===== src/rtl/pfdl_pkg.sv =====
package pfdl_pkg;

  typedef enum logic [1:0] {
    PH_IDLE = 2'd0,
    PH_UP   = 2'd1,
    PH_DN   = 2'd2
  } ph_state_e;

  // Width needed to hold values 0..maxv.
  function automatic int cnt_width(input int maxv);
    return $clog2(maxv + 1);
  endfunction

  // Pump level for a given open-comparison direction and polarity.
  function automatic logic pump_level(input logic up, input logic dn, input logic pol);
    return pol ? up : dn;
  endfunction

  // Drive window while clipped after wake: cycles 1..cap of a pulse pass.
  function automatic logic wake_pass(input logic clipped, input int cyc, input int cap);
    return !clipped || (cyc <= cap);
  endfunction

endpackage


===== src/rtl/pfdl_phase_det.sv =====
module pfdl_phase_det
  import pfdl_pkg::*;
#(
  parameter int SAT_MAX = 8,
  localparam int CW = cnt_width(SAT_MAX)
) (
  input  logic          clk,
  input  logic          rst_n,
  input  logic          en,
  input  logic          ref_stb,
  input  logic          fb_stb,
  output logic          up,
  output logic          dn,
  output logic          active,
  output logic [CW-1:0] err_cnt,
  output logic          done,
  output logic [CW-1:0] done_width
);

  ph_state_e     st_q, st_d;
  logic [CW-1:0] cnt_q, cnt_d, cnt_inc;

  always_comb begin
    st_d       = st_q;
    cnt_d      = cnt_q;
    done       = 1'b0;
    done_width = '0;
    cnt_inc    = (cnt_q == CW'(SAT_MAX)) ? cnt_q : cnt_q + 1'b1;
    if (!en) begin
      st_d  = PH_IDLE;
      cnt_d = '0;
    end else begin
      case (st_q)
        PH_IDLE: begin
          if (ref_stb && fb_stb) begin
            done = 1'b1;
          end else if (ref_stb) begin
            st_d  = PH_UP;
            cnt_d = CW'(1);
          end else if (fb_stb) begin
            st_d  = PH_DN;
            cnt_d = CW'(1);
          end
        end
        PH_UP: begin
          if (fb_stb) begin
            done       = 1'b1;
            done_width = cnt_q;
            st_d       = ref_stb ? PH_UP : PH_IDLE;
            cnt_d      = ref_stb ? CW'(1) : '0;
          end else begin
            cnt_d = cnt_inc;
          end
        end
        PH_DN: begin
          if (ref_stb) begin
            done       = 1'b1;
            done_width = cnt_q;
            st_d       = fb_stb ? PH_DN : PH_IDLE;
            cnt_d      = fb_stb ? CW'(1) : '0;
          end else begin
            cnt_d = cnt_inc;
          end
        end
        default: begin
          st_d  = PH_IDLE;
          cnt_d = '0;
        end
      endcase
    end
  end

  always_ff @(posedge clk) begin
    if (!rst_n) begin
      st_q  <= PH_IDLE;
      cnt_q <= '0;
    end else begin
      st_q  <= st_d;
      cnt_q <= cnt_d;
    end
  end

  assign up      = (st_q == PH_UP);
  assign dn      = (st_q == PH_DN);
  assign active  = up | dn;
  assign err_cnt = cnt_q;

endmodule


===== src/rtl/pfdl_lock_qual.sv =====
module pfdl_lock_qual
  import pfdl_pkg::*;
#(
  parameter int LOSS_CYC = 4,
  parameter int QUAL_CYC = 8,
  parameter int QUAL_CNT = 3,
  localparam int CW = cnt_width(QUAL_CYC),
  localparam int SW = cnt_width(QUAL_CNT)
) (
  input  logic          clk,
  input  logic          rst_n,
  input  logic          en,
  input  logic          active,
  input  logic [CW-1:0] err_cnt,
  input  logic          done,
  input  logic [CW-1:0] done_width,
  output logic          locked,
  output logic          drop
);

  logic [SW-1:0] run_q, run_d;
  logic          good, bad, locked_q;

  assign drop = en && active && (err_cnt >= CW'(LOSS_CYC));
  assign good = en && done && (done_width < CW'(QUAL_CYC));
  assign bad  = en && done && !(done_width < CW'(QUAL_CYC));

  always_comb begin
    run_d = run_q;
    if (bad) run_d = '0;
    else if (good && run_q != SW'(QUAL_CNT)) run_d = run_q + 1'b1;
  end

  always_ff @(posedge clk) begin
    if (!rst_n) begin
      run_q    <= '0;
      locked_q <= 1'b0;
    end else begin
      run_q <= run_d;
      if (drop) locked_q <= 1'b0;
      else if (good && run_d >= SW'(QUAL_CNT)) locked_q <= 1'b1;
    end
  end

  assign locked = locked_q;

endmodule


===== src/rtl/pfdl_section.sv =====
module pfdl_section
  import pfdl_pkg::*;
#(
  parameter int LOSS_CYC = 4,
  parameter int QUAL_CYC = 8,
  parameter int QUAL_CNT = 3,
  parameter int WAKE_CAP = 2,
  localparam int CW = cnt_width(QUAL_CYC)
) (
  input  logic clk,
  input  logic rst_n,
  input  logic en,
  input  logic ref_stb,
  input  logic fb_stb,
  input  logic pol,
  output logic oe,
  output logic lvl,
  output logic locked,
  output logic done,
  output logic drop,
  output logic rep_lock
);

  logic          up, dn, active;
  logic [CW-1:0] err_cnt, done_width;
  logic          clipped_q;

  pfdl_phase_det #(.SAT_MAX(QUAL_CYC)) u_det (
    .clk(clk), .rst_n(rst_n), .en(en),
    .ref_stb(ref_stb), .fb_stb(fb_stb),
    .up(up), .dn(dn), .active(active),
    .err_cnt(err_cnt), .done(done), .done_width(done_width)
  );

  pfdl_lock_qual #(.LOSS_CYC(LOSS_CYC), .QUAL_CYC(QUAL_CYC), .QUAL_CNT(QUAL_CNT)) u_qual (
    .clk(clk), .rst_n(rst_n), .en(en), .active(active),
    .err_cnt(err_cnt), .done(done), .done_width(done_width),
    .locked(locked), .drop(drop)
  );

  // Clip window armed by reset and by sleep, released by the first finished comparison.
  always_ff @(posedge clk) begin
    if (!rst_n || !en) clipped_q <= 1'b1;
    else if (done)     clipped_q <= 1'b0;
  end

  assign oe       = en && active && wake_pass(clipped_q, int'(err_cnt), WAKE_CAP);
  assign lvl      = oe && pump_level(up, dn, pol);
  assign rep_lock = locked || !en;

endmodule


===== src/rtl/pfd_lock_pair.sv =====
module pfd_lock_pair #(
  parameter int NSEC     = 2,
  parameter int LOSS_CYC = 4,
  parameter int QUAL_CYC = 8,
  parameter int QUAL_CNT = 3,
  parameter int WAKE_CAP = 2
) (
  input  logic            clk,
  input  logic            rst_n,
  input  logic [NSEC-1:0] ref_stb,
  input  logic [NSEC-1:0] fb_stb,
  input  logic [NSEC-1:0] pol,
  input  logic [NSEC-1:0] awake,
  output logic [NSEC-1:0] pump_oe,
  output logic [NSEC-1:0] pump_lvl,
  output logic            lock_all
);

  // Per-section events brought out for the checker.
  logic [NSEC-1:0] sec_locked;
  logic [NSEC-1:0] sec_done;
  logic [NSEC-1:0] sec_drop;
  logic [NSEC-1:0] sec_rep;

  for (genvar i = 0; i < NSEC; i++) begin : g_sec
    pfdl_section #(
      .LOSS_CYC(LOSS_CYC), .QUAL_CYC(QUAL_CYC),
      .QUAL_CNT(QUAL_CNT), .WAKE_CAP(WAKE_CAP)
    ) u_sec (
      .clk(clk), .rst_n(rst_n), .en(awake[i]),
      .ref_stb(ref_stb[i]), .fb_stb(fb_stb[i]), .pol(pol[i]),
      .oe(pump_oe[i]), .lvl(pump_lvl[i]),
      .locked(sec_locked[i]), .done(sec_done[i]),
      .drop(sec_drop[i]), .rep_lock(sec_rep[i])
    );
  end

  assign lock_all = &sec_rep;

endmodule


===== config.mk =====
export PLATFORM = sky130hd
export DESIGN_NAME = pfd_lock_pair
export DESIGN_NICKNAME = d
export VERILOG_FILES = /design/src/rtl/pfdl_pkg.sv /design/src/rtl/pfdl_phase_det.sv /design/src/rtl/pfdl_lock_qual.sv /design/src/rtl/pfdl_section.sv /design/src/rtl/pfd_lock_pair.sv
export SDC_FILE = /design/constraint.sdc
export NUM_CORES = 1
export LEC_CHECK = 0
export BUFFER_PORTS_ARGS = -buffer_cell sky130_fd_sc_hd__buf_4
export CORE_UTILIZATION = 60
export DETAILED_ROUTE_END_ITERATION = 7
export GPL_ROUTABILITY_DRIVEN = 0
export PLACE_DENSITY_LB_ADDON = 0.15
export SLEW_MARGIN = 20
export SYNTH_ARGS = -nofsm -noshare
export SYNTH_HDL_FRONTEND = slang
export SYNTH_SLANG_ARGS = --single-unit

===== constraint.sdc =====
create_clock -name clk -period 2.55 [get_ports clk]
set_input_delay 0.51 -clock clk [delete_from_list [all_inputs] [get_ports clk]]
set_output_delay 0.51 -clock clk [all_outputs]
set_load 0.02 [all_outputs]

==> reports/metrics.csv <==
metric;value;unit
Post-synth EDFFs;0;
fmax;453;MHz
Routed Antenna Nets;0;
layout cell share with drive strength beyond 1;0.132;
Primary FF master, synth;dfxtp_1;
syn_area_per_cell;7.92;µm²
status;finished, final reports clean;
DR vias;1421;
nature of the critical path startpoint;flop;
synthesized area;0.00155;mm²
via/cell ratio;6.07;
R2R setup slack;0.72;ns
Synthesis Warnings;0;
row count;18;
drt total wl;3.21;mm
worst slew pin tran;0.407;ns
Layout Nets;231;
Slew Limit Fails;0;
gr ovfl total;0;
Reg2Reg Depth;6;
Post-DP HPWL;2.50;mm
global-route wire length before repair;5.19;mm
final hold viol count;0;
Worst Path Max Fanout;5;
Yosys top cell area share;0.258;
Fin Setup TNS;0;ns
gr usage total;0.249;
TritonCTS Buffers;3;
Min-Delay Endpoint;g_sec[1].u_sec.u_qual.locked;
DR DRC count;0;
Power per Cell Area;410;mW/mm²
RSZ-0062 raised after global routing;false;
Slew Limit Headroom;0.722;
Area Growth Syn to Fin;7.41;%
vias in the first global route;1190;
Hold Path Class;reg -> reg;
hold buffer count at CTS;0;
Die Ht;52.9;µm
H-Tree Depth;1;
# setup viols final;0;
Clock Tree Root;clkbuf_4;
# resized after CTS;0;
Tcrit/Tclk final;0.865;
initial antenna violation count;0;
DR iter-0 viols;73;
initial core utilization;0.633;
Worst-Skew Late Latency;0.31;ns
final instance count without filler cells;234;
wire per inst;13.7;µm
Req. time, crit path;2.04;ns
CTS tree;built;
Leak Pwr;0.666;nW
post-synthesis cell count;196;
largest net degree at the start of global routing;17;
Synth cell types;50;
top cells by area, synth;dfxtp_1 26%, ha_1 13%, a21oi_1 5.2%;
die area;0.00280;mm²
CP startpoint;g_sec[0].u_sec.u_det.st_q[0];
Max Clock Skew;0.00627;ns
critical path class;reg -> out;
clk slew on worst S/H paths;0.11;ns
Critical R2R Launch;g_sec[1].u_sec.u_det.st_q[0];
clock buffer depth;2;
PortBufs;14;
Mapped Nets;222;
dpl cell area;0.00163;mm²
ANT cells;0;
drt pass-1 iters;4;
final core occ;0.679;
Max-Cap Viols;0;
Setup crit end kind;output port;
placed cells;230;
leading area contributor after synthesis;dfxtp_1;
Tmin final;2.21;ns
Design Area, Final;0.00167;mm²
VDD IR max;432;µV
flops & latches, synth;20;
ys async rst share;0;
R2R Path End;g_sec[1].u_sec.u_qual.run_q[1];
total setup buffers inserted after CTS;0;
Chip Width;52.9;µm
hold path depth;2;
Data arrival, critical path;1.70;ns
min-delay src;g_sec[1].u_sec.u_qual.locked;
clk sinks;20;
Seq/Total Area, Yosys;0.258;
number of I/O pins;15;
Core ar.;0.00245;mm²
==> synth_stat cells (2+ instances only) <==
| library cell | number |
|---|---|
| dfxtp_1 | 20 |
| nand2_1 | 18 |
| a21oi_1 | 16 |
| ha_1 | 16 |
| inv_1 | 15 |
| nand2b_1 | 9 |
| nor2_1 | 9 |
| o21ai_0 | 9 |
| nand3_1 | 8 |
| a31oi_1 | 5 |
| nor2b_1 | 5 |
| o22ai_1 | 5 |
| a21o_1 | 4 |
| buf_4 | 4 |
| a22oi_1 | 3 |
| buf_2 | 3 |
| or4_1 | 3 |
| a31o_2 | 2 |
| clkbuf_1 | 2 |
| mux2i_1 | 2 |
| nand3b_1 | 2 |
| nand4_1 | 2 |
| nand4bb_1 | 2 |
| nor3_1 | 2 |
| nor3b_1 | 2 |
| o21a_1 | 2 |
| o32ai_1 | 2 |
| or2_2 | 2 |
==> cells in the final DEF, fill, tap and decap left out, drive strengths merged, types with 2 or more instances in the layout <==
cell	Yosys	routed
a21o	4	4
a21oi	16	16
a22o	2	2
a22oi	3	3
a31o	2	2
a31oi	5	5
and2	2	2
buf	8	14
clkbuf	2	4
dfxtp	20	20
ha	16	16
inv	15	15
mux2i	2	2
nand2	18	18
nand2b	9	9
nand3	8	8
nand3b	2	2
nand4	2	2
nand4bb	2	2
nor2	9	9
nor2b	5	5
nor3	2	2
nor3b	2	2
o21a	3	3
o21ai	10	10
o22ai	5	5
o32ai	2	2
or2	2	2
or3b	2	2
or4	3	3
==> where the power goes <==
group	internal [W]	leakage (nW)	switching (W)	total (W)
registers	0.000324	0.162	0.0000113	0.000335
clock network	0.0000873	0.0210	0.0000976	0.000185
logic	0.0000749	0.482	0.0000894	0.000164
==> worst max-delay path, stage by stage, from the launching register on <==
cell	delay [ns]
dfxtp_1	0.45
inv_1	0.09
ha_1	0.31
nand2_1	0.07
a21oi_1	0.17
nor2b_1	0.15
buf_4	0.14
==> logic make-up after synthesis <==
logic type	count (synthesis)	share of synthesized area
AND/OR/NAND/NOR	72	0.260
AO/OA/AOI/OAI	60	0.257
buffers and inverters	25	0.0774
flip-flops	20	0.258
adder cells (fa/ha/maj)	16	0.129
multiplexers	2	0.0129
XOR/XNOR	1	0.00564
==> state kept, by name, indices dropped and copies added, names as in the netlist <==
| register | cells |
|---|---|
| g_sec.u_sec.u_det.st_q | 4 |
| g_sec.u_sec.clipped_q | 2 |
| g_sec.u_sec.u_qual.locked | 2 |
| g_sec.u_sec.u_qual.run_q | 4 |
| g_sec.u_sec.u_det.err_cnt | 8 |
==> worst max-delay path by stage <==
stage / end / slack, ns
detailed placement: pump_lvl[0] / 0.69
floorplan: pump_lvl[1] / 0.80
finish: pump_lvl[0] / 0.34
global route: pump_lvl[0] / 0.17
CTS: pump_lvl[0] / 0.34
global placement: pump_lvl[0] / 0.74
==> metal layers <==
metal | global-route usage | wire length (µm)
met1 | 0.350 | 1560
met2 | 0.386 | 1460
met3 | 0.0690 | 183
met4 | 0.0307 | 14
met5 | 0 | 0
==> metrics by stage <==
stage | power [W] | worst slack [ns] | hold WS [ns]
final | 0.000684 | 0.344 | 0.461
after global routing | 0.000725 | 0.169 | 0.480
after global placement | 0.000497 | 0.744 | 0.440
after CTS | 0.000685 | 0.338 | 0.469
after detailed placement | 0.000504 | 0.688 | 0.450
after floorplan | 0.000464 | 0.798 | 0.427
==> final cells by class <==
cell class / count / area [µm²]
clock buffer: 4 / 36.3
fill: 233 / 787
inverter: 15 / 56.3
multi-input combinational: 151 / 1030
sequential: 20 / 400
tap: 30 / 37.5
timing repair buffer: 14 / 105
No activity file was read; power rests on OpenSTA's default activity.
